==> config.mk <==
export PLATFORM = sky130hd
export DESIGN_NAME = pad_serial_reader
export DESIGN_NICKNAME = d
export VERILOG_FILES = /design/src/rtl/pad_reader_pkg.sv /design/src/rtl/pad_shift_port.sv /design/src/rtl/pad_frame_capture.sv /design/src/rtl/pad_serial_reader.sv
export SDC_FILE = /design/constraint.sdc
export NUM_CORES = 1
export LEC_CHECK = 0
export BUFFER_PORTS_ARGS = -buffer_cell sky130_fd_sc_hd__buf_2
export CORE_ASPECT_RATIO = 0.6
export CORE_MARGIN = 10
export CORE_UTILIZATION = 45
export DETAILED_ROUTE_END_ITERATION = 10
export PLACE_DENSITY = 0.7
export SYNTH_ARGS = -nofsm -noshare
export SYNTH_HDL_FRONTEND = slang
export SYNTH_SLANG_ARGS = --single-unit
==> constraint.sdc <==
create_clock -name clk -period 2.01 [get_ports clk]
set_input_delay 0.1005 -clock clk [delete_from_list [all_inputs] [get_ports clk]]
set_output_delay 0.1005 -clock clk [all_outputs]
set_load 0.1 [all_outputs]
==> src/rtl/pad_reader_pkg.sv <==
`timescale 1ns/1ps
// Shared constants for the serial controller reader.
package pad_reader_pkg;
    localparam int unsigned PAD_BITS     = 16; // buttons per controller
    localparam int unsigned RD_DATA_W    = 8;  // processor data bus width
    localparam int unsigned PAD_PORTS    = 2;  // controller ports
    localparam int unsigned ADAPTER_CODE = 2;  // port 2 value while strobed with adapter
endpackage

==> src/rtl/pad_shift_port.sv <==
`timescale 1ns/1ps
// One controller port: holds the snapshot taken at a strobe rise and returns
// one bit per read, MSB first, then a constant 1 once exhausted.
// Assumes: load is a single-cycle pulse; held_val uses only data bits 1..0.
module pad_shift_port #(
    parameter int unsigned BTN_W  = 16,
    parameter int unsigned DATA_W = 8,
    localparam int unsigned POS_W = $clog2(BTN_W + 1)
) (
    input  logic              clk,
    input  logic              rst_n,
    input  logic              load,
    input  logic              strobe_hi,
    input  logic              rd,
    input  logic [BTN_W-1:0]  word,
    input  logic [DATA_W-1:0] held_val,
    output logic [DATA_W-1:0] dout
);
    logic [BTN_W-1:0] shreg;
    logic [POS_W-1:0] pos;
    logic             done;

    assign done = (pos == POS_W'(BTN_W));

    // Snapshot on load, otherwise shift one bit per read while strobe is low.
    always_ff @(posedge clk) begin
        if (!rst_n) begin
            shreg <= '0;
            pos   <= '0;
        end else if (load) begin
            shreg <= word;
            pos   <= '0;
        end else if (rd && !strobe_hi && !done) begin
            shreg <= shreg << 1;
            pos   <= pos + POS_W'(1);
        end
    end

    // Register the value returned by a read.
    always_ff @(posedge clk) begin
        if (!rst_n) begin
            dout <= '0;
        end else if (rd) begin
            if (strobe_hi)
                dout <= held_val;
            else if (done)
                dout <= DATA_W'(1);
            else
                dout <= DATA_W'(shreg[BTN_W-1]);
        end
    end

    AST_POS_LIMIT: assert property (@(posedge clk) disable iff (!rst_n)
        pos <= POS_W'(BTN_W));
    AST_LOAD_RESTART: assert property (@(posedge clk) disable iff (!rst_n)
        load |=> (pos == '0));
    AST_HELD_FROZEN: assert property (@(posedge clk) disable iff (!rst_n)
        (strobe_hi && !load) |=> ($stable(pos) && $stable(shreg)));
    AST_DATA_HOLD: assert property (@(posedge clk) disable iff (!rst_n)
        !rd |=> $stable(dout));
    AST_UPPER_ZERO: assert property (@(posedge clk) disable iff (!rst_n)
        dout[DATA_W-1:2] == '0);
endmodule

==> src/rtl/pad_frame_capture.sv <==
`timescale 1ns/1ps
// Parallel per-frame snapshot of all controller words.
// Assumes: tick is one cycle wide; enable is sampled with the tick.
module pad_frame_capture #(
    parameter int unsigned BTN_W = 16,
    parameter int unsigned PORTS = 2
) (
    input  logic                        clk,
    input  logic                        rst_n,
    input  logic                        enable,
    input  logic                        tick,
    input  logic [PORTS-1:0][BTN_W-1:0] btn,
    output logic [PORTS-1:0][BTN_W-1:0] frame
);
    // Load every port's word on an enabled tick.
    always_ff @(posedge clk) begin
        if (!rst_n)
            frame <= '0;
        else if (enable && tick)
            frame <= btn;
    end

    AST_FRAME_HOLD: assert property (@(posedge clk) disable iff (!rst_n)
        !(enable && tick) |=> $stable(frame));
    AST_FRAME_TAKE: assert property (@(posedge clk) disable iff (!rst_n)
        (enable && tick) |=> (frame == $past(btn)));
endmodule

==> src/rtl/pad_serial_reader.sv <==
`timescale 1ns/1ps
// Top: shared strobe latch, one serial port per controller, frame capture.
// Assumes: only port index 1 (the second port) may report an adapter.
module pad_serial_reader
    import pad_reader_pkg::*;
#(
    parameter int unsigned BTN_W  = PAD_BITS,
    parameter int unsigned DATA_W = RD_DATA_W
) (
    input  logic              clk,
    input  logic              rst_n,
    input  logic [BTN_W-1:0]  pad1_buttons,
    input  logic [BTN_W-1:0]  pad2_buttons,
    input  logic              adapter_present,
    input  logic              strobe_we,
    input  logic [DATA_W-1:0] strobe_wdata,
    input  logic              pad1_rd,
    input  logic              pad2_rd,
    output logic [DATA_W-1:0] pad1_q,
    output logic [DATA_W-1:0] pad2_q,
    input  logic              auto_read_en,
    input  logic              frame_tick,
    output logic [BTN_W-1:0]  pad1_frame,
    output logic [BTN_W-1:0]  pad2_frame
);
    localparam int unsigned PORTS = PAD_PORTS;

    logic                         strobe_q;
    logic                         load;
    logic [PORTS-1:0][BTN_W-1:0]  btn;
    logic [PORTS-1:0][BTN_W-1:0]  frame;
    logic [PORTS-1:0]             rd;
    logic [PORTS-1:0][DATA_W-1:0] q;

    assign btn  = {pad2_buttons, pad1_buttons};
    assign rd   = {pad2_rd, pad1_rd};
    assign load = strobe_we && strobe_wdata[0] && !strobe_q;

    // Strobe latch follows bit 0 of each strobe write.
    always_ff @(posedge clk) begin
        if (!rst_n)
            strobe_q <= 1'b0;
        else if (strobe_we)
            strobe_q <= strobe_wdata[0];
    end

    for (genvar p = 0; p < PORTS; p++) begin : g_port
        logic [DATA_W-1:0] held;
        if (p == 1) begin : g_adapter
            assign held = adapter_present ? DATA_W'(ADAPTER_CODE) : '0;
        end else begin : g_plain
            assign held = '0;
        end
        pad_shift_port #(.BTN_W(BTN_W), .DATA_W(DATA_W)) u_port (
            .clk(clk), .rst_n(rst_n), .load(load), .strobe_hi(strobe_q),
            .rd(rd[p]), .word(btn[p]), .held_val(held), .dout(q[p])
        );
    end

    pad_frame_capture #(.BTN_W(BTN_W), .PORTS(PORTS)) u_frame (
        .clk(clk), .rst_n(rst_n), .enable(auto_read_en), .tick(frame_tick),
        .btn(btn), .frame(frame)
    );

    assign pad1_q     = q[0];
    assign pad2_q     = q[1];
    assign pad1_frame = frame[0];
    assign pad2_frame = frame[1];
endmodule

==> out/metrics.yaml <==
status: "finished clean"
critPathArrivalTime_ns: 1.95
final_nets: 535
path_class: "register to register"
setup_slack_ns: 0.318
cts_sinks: 78
regArea_sq_um: 1560
fmax_mhz: 591
diodes: 0
finalCriticalPeriod_ns: 1.69
cts_resized: 0
route.top_layer_used: "met4"
drt_wl_total_microns: 8820
cp_slowest_stage_delay_ns: 0.45
synthDistinctLibCells: 26
drcViolationCount: 0
synth_edf_count: 0
num_rows: 24
track_usage_pct: 15.2
cp_cell_sequence: "inv_1, ha_1, nor4bb_2, buf_4, o21ai_0, a21boi_0"
ys_top_cells_by_area: "dfxtp_1 (45%), o21ai_0 (10%), a21boi_0 (8.1%)"
synth_ff_type: "dfxtp_1"
critPathMaxFanout: 15
gp_congestion: 0.795
grt_overflow_total: 0
p_sw_mw: 1.18
p_clk_share_pct: 38.5
ys_seq_elements: 78
max_slew_margin_pct: 64.3
final_hold_viol_count: 0
seqPwrFrac_pct: 43.7
cts_tree: "built"
hold_path_class: "input port to register"
leakagePower_nw: 1.61
numPortBuffers: 75
wl_per_cell_microns: 14.9
initial_utilization_pct: 46.8
critPathLaunchType: "register"
required_ns: 2.27
rsz0062_at_grt: "no"
pwr_density_cell_nw_per_um2: 935
irDropWorstVdd_mv: 0.500
worstSetupEndpointType: "register"
nFillCells: 717
fin_util_pct: 55.8
dp_hpwl_microns: 6130
antenna_found_initial: 0
holdWs_ns: 0.0159
h-tree-depth: 3
reg2reg_depth: 6
critical_path_buf_inv_count: 2
root_buffer: "clkbuf_16"
worstSkewPairLatency_ns: 0.34
path_delay_family: "simple AND/OR/NAND/NOR gates"
yosys_warnings: 0
wl_met2_microns: 3810
syn_area_sq_um: 3430
grt_max_degree: 34
cp_slowest_cell: "nor4bb_2"
min_path_cells: 3
slew_viol_final: 0
place_worst_setup_slack_ns: 0.358
yosysMostFrequentCell: "dfxtp_1"
hold_buffers: 0
syn_to_final_growth_pct: 19.2
syn_inst: 421
ys_top_cells_by_count: "dfxtp_1 (78), nand2_1 (72), o21ai_0 (71)"
drtIter0Drc: 218
ios: 96
via_count: 3089
async_flop_share_pct: 0
cp_num_cells: 6
met3_wirelength_microns: 743
avgSynthCellArea_sq_um: 8.15
ant_nets: 0
drtPass1Iterations: 4
ys_seq_area_share_pct: 45.5
cts.path.max_buffers: 2
switching_share_pct: 30.9
finalCritPeriodShare_pct: 84.2
synth_top_area_cell: "dfxtp_1"
die_area_sq_um: 11600
internal-power_mw: 2.64
drive_gt1_share_pct: 21.5
grt_pass1_vias: 3015
clkTransAtPathRegs_ns: 0.06
finClkSkew_ns: 0.00484
max_cap_violations: 0
yosysTopAreaCellShare_pct: 45.5
multi_input_area_sq_um: 1630
combPwrFrac_pct: 17.7
die_h_microns: 87.6
tightestPinTransition_ns: 0.528
setup_viol: 0
viasPerCell: 5.22
postCtsSetupBuffers: 0
grt_pass1_wl_microns: 14700
tns_ns: 0
cts_buffers: 9
wl_met1_microns: 4160
fp.coreArea_sq_um: 7330
die_x_microns: 133
## worst paths after layout
check	startpoint	endpoint	slack, ns
setup / recovery	g_port[1].u_port.pos[0]	g_port[1].u_port.dout[0]	0.32
hold / removal	pad2_buttons[10]	u_frame.frame[26]	0.02
setup reg to reg	g_port[1].u_port.pos[0]	g_port[1].u_port.dout[0]	0.32
hold reg to reg	u_frame.frame[20]	u_frame.frame[20]	0.46
## registers in the layout, indices dropped and copies added (netlist names)
register,count
g_port.u_port.shreg,32
u_frame.frame,32
g_port.u_port.pos,10
g_port.u_port.dout,3
strobe_q,1
## area by class of cell
type	count	area share [%]
multi-input cells	299	39.8
flip-flops and latches	78	38.2
repair buffers	89	11.7
clock buffers	12	6.02
well taps	104	3.18
clock inverters	4	0.550
inverters	6	0.550
## power groups by stage
stage | Combinational [mW] | Sequential (mW) | Clock, mW
after floorplan | 0.337 | 1.92 | 0
after global placement | 0.672 | 1.70 | 0
after detailed placement | 0.679 | 1.70 | 0
after CTS | 0.680 | 1.67 | 1.50
after global routing | 0.730 | 1.68 | 1.57
final | 0.678 | 1.67 | 1.47
## metal layers
layer	vias to the layer above	GRT usage (%)
li1	1573	-
met1	1424	18.5
met2	82	23.3
met3	10	7.14
met4	0	5.57
met5	-	0
## per-stage QoR
step	cells	cell area, sq um	total power [mW]
final	592	4090	3.83
after global placement	576	3820	2.37
after detailed placement	576	3820	2.38
after global routing	592	4090	3.98
after floorplan	433	3480	2.26
after CTS	592	4090	3.85
## cell usage in the layout, fill, tap and decap left out, drive strengths merged, types with 2 or more instances in the layout
| cell | synthesis | final |
|---|---|---|
| a21boi | 37 | 37 |
| or4 | 2 | 2 |
| clkinv | 0 | 3 |
| clkbuf | 18 | 12 |
| ha | 4 | 4 |
| o211ai | 2 | 2 |
| nand3 | 5 | 5 |
| conb | 1 | 13 |
| a21oi | 40 | 40 |
| nor4bb | 2 | 2 |
| dfxtp | 78 | 78 |
| nor2b | 3 | 3 |
| o21ai | 72 | 72 |
| a31oi | 30 | 30 |
| or3 | 4 | 4 |
| nand2b | 5 | 5 |
| nand4bb | 2 | 2 |
| nand3b | 3 | 3 |
| inv | 6 | 6 |
| buf | 32 | 89 |
| nand2 | 72 | 72 |
## worst min-delay path: stages
cell and delay (ns):
buf_2 0.10, nand2_1 0.04, a21boi_0 0.06
## kinds of logic (layout without fill, tap and decap cells)
group                      after synthesis  count (layout)  synth area share (%)
DFF                                     78              78                  45.5
adders and majority gates                4               4                  1.46
muxes                                    1               1                 0.292
and+or+nand+nor                        100             100                  13.6
other                                    1              13                 0.109
buffers and inverters                   56             111                  8.75
AOI/OAI and AO/OA                      181             181                  30.3
Note: power is estimated with default switching activity, not from simulation.
